## config.mk

```make
export PLATFORM = sky130hd
export DESIGN_NAME = dual_edge_req_filter
export DESIGN_NICKNAME = d
export VERILOG_FILES = /design/src/rtl/ddrf_pkg.sv /design/src/rtl/edge_pkt_rx.sv /design/src/rtl/r3s_ser.sv /design/src/rtl/dual_edge_req_filter.sv
export SDC_FILE = /design/constraint.sdc
export NUM_CORES = 1
export LEC_CHECK = 0
export BUFFER_PORTS_ARGS = -buffer_cell sky130_fd_sc_hd__buf_2
export CORE_MARGIN = 10
export CORE_UTILIZATION = 45
export DETAILED_ROUTE_END_ITERATION = 16
export PLACE_DENSITY = 0.73
export RECOVER_POWER = 50
export SLEW_MARGIN = 30
export SYNTH_ARGS = -nofsm -noshare
export SYNTH_HDL_FRONTEND = slang
export SYNTH_SLANG_ARGS = --single-unit
```

## constraint.sdc

```tcl
create_clock -name clk -period 2.7 [get_ports clk]
set_clock_uncertainty 0.15 [all_clocks]
set_input_delay 0.27 -clock clk [delete_from_list [all_inputs] [get_ports clk]]
set_output_delay 0.27 -clock clk [all_outputs]
set_load 0.05 [all_outputs]
```

## src/rtl/ddrf_pkg.sv

```systemverilog
package ddrf_pkg;
  localparam int            START_W   = 3;
  localparam logic [2:0]    START_PAT = 3'b101;

  typedef enum logic { RX_HUNT = 1'b0, RX_BODY = 1'b1 } rx_state_t;
endpackage

```

## src/rtl/edge_pkt_rx.sv

```systemverilog
module edge_pkt_rx
  import ddrf_pkg::*;
#(
  parameter int PAY_W = 23
) (
  input  logic             clk,
  input  logic             rst,
  input  logic             din,
  output logic             done,
  output logic [PAY_W-1:0] pay,
  output logic             busy
);
  localparam int CW = $clog2(PAY_W);

  rx_state_t      st;
  logic [1:0]     hist;
  logic [CW-1:0]  cnt;
  logic           start_seen;

  assign start_seen = (st == RX_HUNT) && ({hist, din} == START_PAT);
  assign busy       = (st == RX_BODY);

  always_ff @(posedge clk) begin
    if (rst) begin
      st   <= RX_HUNT;
      hist <= '0;
      cnt  <= '0;
      pay  <= '0;
      done <= 1'b0;
    end else begin
      done <= 1'b0;
      case (st)
        RX_HUNT: begin
          if (start_seen) begin
            st   <= RX_BODY;
            hist <= '0;
            cnt  <= '0;
          end else begin
            hist <= {hist[0], din};
          end
        end
        default: begin
          pay <= {pay[PAY_W-2:0], din};
          if (cnt == CW'(PAY_W - 1)) begin
            st   <= RX_HUNT;
            done <= 1'b1;
            cnt  <= '0;
          end else begin
            cnt <= cnt + 1'b1;
          end
        end
      endcase
    end
  end


  done_after_body_chk: assert property (@(posedge clk) disable iff (rst)
    done |-> $past(busy));


  done_single_chk: assert property (@(posedge clk) disable iff (rst)
    done |=> !done);


  body_exit_chk: assert property (@(posedge clk) disable iff (rst)
    (busy && !$past(busy)) |=> (busy || done));
endmodule

```

## src/rtl/r3s_ser.sv

```systemverilog
module r3s_ser #(
  parameter int LEN = 12
) (
  input  logic           clk,
  input  logic           rst,
  input  logic           load,
  input  logic [LEN-1:0] pkt,
  output logic           bit_o,
  output logic           active
);
  localparam int LW = $clog2(LEN);

  logic [LEN-2:0] sh;
  logic [LW-1:0]  left;

  assign active = (left != '0);

  always_ff @(posedge clk) begin
    if (rst) begin
      sh    <= '0;
      left  <= '0;
      bit_o <= 1'b0;
    end else if (load) begin
      bit_o <= pkt[LEN-1];
      sh    <= pkt[LEN-2:0];
      left  <= LW'(LEN - 1);
    end else if (active) begin
      bit_o <= sh[LEN-2];
      sh    <= {sh[LEN-3:0], 1'b0};
      left  <= left - 1'b1;
    end else begin
      bit_o <= 1'b0;
    end
  end


  load_idle_chk: assert property (@(posedge clk) disable iff (rst)
    load |-> !active);


  first_bit_chk: assert property (@(posedge clk) disable iff (rst)
    load |=> (bit_o == $past(pkt[LEN-1])));
endmodule

```

## src/rtl/dual_edge_req_filter.sv

```systemverilog
module dual_edge_req_filter
  import ddrf_pkg::*;
#(
  parameter int POS_W = 14,
  parameter int ID_W  = 8
) (
  input  logic             clk,
  input  logic             rst,
  input  logic [POS_W-1:0] own_pos,
  input  logic             req_in,
  input  logic             cmd_in,
  output logic             req_out,
  output logic             cmd_out,
  output logic             trailer_err
);
  localparam int R3_PAY = POS_W + ID_W + 1;
  localparam int L1_PAY = ID_W + 1;
  localparam int R3S_W  = START_W + ID_W + 1;

  function automatic logic pos_hit(input logic [POS_W-1:0] pos,
                                   input logic [POS_W-1:0] own);
    return (pos == own) || (&pos);
  endfunction

  function automatic logic [R3S_W-1:0] r3s_pack(input logic [ID_W-1:0] id);
    return {START_PAT, id, 1'b1};
  endfunction

  logic clk_n;
  assign clk_n = ~clk;

  // rising-edge request lane
  logic              r3_done, r3_busy;
  logic [R3_PAY-1:0] r3_pay;
  logic [POS_W-1:0]  r3_pos;
  logic [ID_W-1:0]   r3_id;
  logic              r3_trl, r3_hit, r3_fwd, r3_bad;

  edge_pkt_rx #(.PAY_W(R3_PAY)) u_rx_rise (
    .clk(clk), .rst(rst), .din(req_in),
    .done(r3_done), .pay(r3_pay), .busy(r3_busy)
  );

  assign r3_pos = r3_pay[R3_PAY-1 -: POS_W];
  assign r3_id  = r3_pay[ID_W:1];
  assign r3_trl = r3_pay[0];
  assign r3_hit = pos_hit(r3_pos, own_pos);
  assign r3_fwd = r3_done && r3_trl && r3_hit;
  assign r3_bad = r3_done && !r3_trl;

  logic ser_bit, ser_active;

  r3s_ser #(.LEN(R3S_W)) u_ser (
    .clk(clk), .rst(rst), .load(r3_fwd), .pkt(r3s_pack(r3_id)),
    .bit_o(ser_bit), .active(ser_active)
  );

  // falling-edge trigger readout lane
  logic              l1_done, l1_busy, l1_bad;
  logic [L1_PAY-1:0] l1_pay;

  edge_pkt_rx #(.PAY_W(L1_PAY)) u_rx_fall (
    .clk(clk_n), .rst(rst), .din(req_in),
    .done(l1_done), .pay(l1_pay), .busy(l1_busy)
  );

  assign l1_bad = l1_done && !l1_pay[0];

  logic            fall_d1, fall_q, trg_q, cmd_q;
  logic [ID_W-1:0] fall_hist;

  always_ff @(negedge clk) begin
    if (rst) begin
      fall_d1   <= 1'b0;
      fall_q    <= 1'b0;
      trg_q     <= 1'b0;
      fall_hist <= '0;
    end else begin
      fall_d1   <= req_in;
      fall_q    <= fall_d1;
      trg_q     <= cmd_in;
      fall_hist <= {fall_hist[ID_W-2:0], fall_d1};
    end
  end

  always_ff @(posedge clk) begin
    if (rst) begin
      cmd_q       <= 1'b0;
      trailer_err <= 1'b0;
    end else begin
      cmd_q       <= cmd_in;
      trailer_err <= trailer_err | r3_bad | l1_bad;
    end
  end

  assign req_out = clk ? ser_bit : fall_q;
  assign cmd_out = clk ? cmd_q   : trg_q;


  miss_drop_chk: assert property (@(posedge clk) disable iff (rst)
    (r3_done && !r3_hit && !ser_active) |=> !ser_active);


  bad_drop_chk: assert property (@(posedge clk) disable iff (rst)
    (r3_bad && !ser_active) |=> !ser_active);


  err_sticky_chk: assert property (@(posedge clk) disable iff (rst)
    trailer_err |=> trailer_err);


  l1_err_chk: assert property (@(posedge clk) disable iff (rst)
    l1_bad |=> trailer_err);


  l1_echo_chk: assert property (@(negedge clk) disable iff (rst)
    l1_done |-> (fall_hist == l1_pay[ID_W:1]));


  lanes_busy_chk: assert property (@(posedge clk) disable iff (rst)
    r3_fwd |-> !r3_busy);
endmodule

```

==> impl_metrics.py <==
metrics = {
    "run_status": {
        "status": "finished, violations left",
        "failed_checks": "negative setup slack",
    },
    "yosys": {
        "synth_ff_type": "dfxtp_1",
        "synth.distinct_cells": 40,
        "ys_seq_elements": 62,
        "async_flop_share": 0,
        "yosys_warnings": 0,
        "syn_area_per_cell_um2": 9.783,
        "synthCells": 270,
        "synth.cell_area_um2": 2641,
        "synth_edf_count": 0,
        "yosysSeqAreaShare": 0.4699,
        "syn-num-nets": 292,
    },
    "critical_path": {
        "end_kind": "output port",
        "crit_start": "trg_q",
        "cp_max_fo": 1,
        "required_ps": 2280,
        "startpoint_type": "flop",
        "r2r-start": "u_rx_fall.pay[0]",
        "r2r_slack_ps": 340,
        "r2r-end": "trailer_err",
        "crit_arrival_ps": 2550,
        "critPathKind": "flop to output port",
        "reg2regPathDepth": 3,
    },
    "sta": {
        "worstMarginPinSlew_ps": 796.2,
        "finalMaxSlewViolations": 0,
        "grt_setup_unrepaired": "true",
        "slew_headroom": 0.4692,
        "setup_ws_ps": -267.4,
        "whs_ps": 54.29,
        "setup_viol": 11,
        "hold_viol_final": 0,
    },
    "cells_and_area": {
        "fillers": 509,
        "diodes": 0,
        "fin_nets": 330,
        "fin_area_um2": 3161,
        "drive_above_1_share": 0.1885,
        "final_common_cell": "dfxtp_1",
        "instances_no_fill": 385,
        "syn_to_final_growth_pct": 19.66,
        "layout_common_cells": "dfxtp_1, nor2_1, mux2i_1",
    },
    "detailed_routing": {
        "wire_per_inst_um": 12.91,
        "finalWirelength_um": 4970,
        "drtIter0Drc": 163,
        "drcViolationCount": 0,
        "via_count": 1966,
        "via_per_inst": 5.106,
        "firstDrtPassIters": 4,
        "drt.antenna.violating_nets": 0,
    },
    "placement": {
        "placedInstanceArea_um2": 2785,
        "hpwl_um": 3159,
        "dp_cells": 352,
        "preCtsSetupSlack_ps": 170.1,
        "gp_congestion": 0.8012,
        "io_buffer_count": 20,
    },
    "flow_run": {
        "drv_cap": 0,
    },
    "grt": {
        "grt_first_pass_wirelength_um": 8611,
        "grt_max_degree": 40,
        "grt_pass1_vias": 1962,
        "grt_usage": 0.1091,
        "grt_remaining_overflow": 0,
        "antenna_found_initial": 0,
    },
    "floorplan": {
        "fp.coreArea_um2": 5608,
        "die_h_um": 96.61,
        "initial_core_util": 0.4710,
        "rows": 27,
        "io_pins": 21,
        "die_area_um2": 9333,
        "die_w_um": 96.61,
    },
    "clock_network": {
        "cts_tree": "built",
        "clk_pin_slew_ps": 60,
        "cts_setup_buffers": 0,
        "worstSkewPairLatency_ps": 490,
    },
    "hold_path": {
        "min_path_type": "input port to flop",
        "worstHoldStart": "req_in",
        "min_to": "u_rx_rise.pay[0]",
        "hold_depth": 3,
    },
    "power_and_ir_drop": {
        "p_total_w": 0.002308,
        "power_leakage_nw": 1.344,
        "ir_worst_vdd_v": 0.0004693,
        "powerDensity_nw_per_um2": 730.1,
    },
}
[state kept, by name, summed over array words and instances (netlist names)]
register        cells
u_rx_rise.cnt       5
trg_q               1
u_rx_rise.busy      1
u_rx_fall.pay       1
fall_q              1
u_rx_fall.cnt       4
fall_d1             1
u_ser.bit_o         1
u_ser.sh           11
u_rx_fall.busy      1
trailer_err         1
u_rx_rise.hist      2
cmd_q               1
u_rx_rise.done      1
u_rx_fall.hist      2
u_rx_rise.pay      23
u_rx_fall.done      1
u_ser.left          4
[worst max-delay path by stage]
stage / cells after the start / slack (ps) / end
floorplan: 3 / 200 / u_rx_fall.cnt[0]
global placement: 2 / 210 / req_out
detailed placement: 5 / 170 / u_rx_fall.cnt[0]
CTS: 2 / -290 / req_out
global route: 2 / -320 / cmd_out
finish: 2 / -270 / cmd_out
[logic make-up after synthesis]
logic type                 after synthesis  share of synthesized area
DFF                                     62                     0.4699
muxes                                   39                     0.1497
and+or+nand+nor                         81                     0.1521
AOI/OAI and AO/OA                       45                     0.1151
buffers and inverters                   24                    0.04452
adders and majority gates                4                    0.01895
xor gates and xnor gates                15                    0.04974
[critical path: stages (launching register included)]
cell and delay, ps:
dfxtp_1 280, mux2_4 270, buf_8 150
[per-stage QoR]
step,setup TNS [ps],util
floorplan,0,-
global placement,0,0.4967
detailed placement,0,0.4967
CTS,-568.1,0.5638
global route,-1963,0.5636
finish,-978.8,0.5636
[synth_stat cells, types with 2 or more instances]
cell / count / area [um^2]
nand2_1: 6 / 22.52
clkbuf_1: 10 / 37.54
nor4_1: 3 / 18.77
or2_2: 3 / 18.77
mux2i_1: 35 / 350.3
nand4_1: 5 / 31.28
o21ai_0: 4 / 20.02
nand4b_1: 2 / 17.52
a211oi_1: 5 / 37.54
nor3_1: 2 / 10.01
inv_1: 9 / 33.78
nor2b_1: 3 / 18.77
xor2_1: 14 / 122.6
dfxtp_1: 62 / 1241
a21oi_1: 19 / 95.09
a211oi_2: 4 / 50.05
nand3_1: 3 / 15.01
mux2_2: 4 / 45.04
o221a_2: 2 / 22.52
buf_6: 2 / 22.52
ha_1: 4 / 50.05
a31oi_1: 4 / 25.02
nor3b_1: 2 / 15.01
a22oi_1: 4 / 30.03
nor2_1: 44 / 165.2
[layer usage]
metal	GRT usage	vias to the layer above	share of wire
li1	-	1019	-
met4	0.07554	0	0.011
met2	0.1590	28	0.47
met3	0.04968	5	0.041
met1	0.1240	914	0.48
met5	0	-	0
[cell type report]
| type | count | area (um^2) | share of cell area |
|---|---|---|---|
| clock inverters | 17 | 118.9 | 0.03761 |
| clock buffers | 17 | 255.2 | 0.08076 |
| well taps | 72 | 90.09 | 0.02850 |
| repair buffers | 25 | 138.9 | 0.04394 |
| flip-flops and latches | 62 | 1241 | 0.3927 |
| inverters | 8 | 30.03 | 0.009501 |
| multi-input cells | 184 | 1286 | 0.4070 |
[power by group]
part           internal (W)  total [W]  leakage (nW)  switching, W
clock network      0.000819    0.00130         0.250      0.000482
registers          0.000926   0.000935         0.501    0.00000904
logic             0.0000314  0.0000717         0.593     0.0000403
[what timing repair did]
item,CTS,global route
gates resized for setup,4,2
setup endpoints to repair,2,2
endpoints found under the hold margin,1,0
hold buffers,2,0
(Power assumes the default switching activity.)
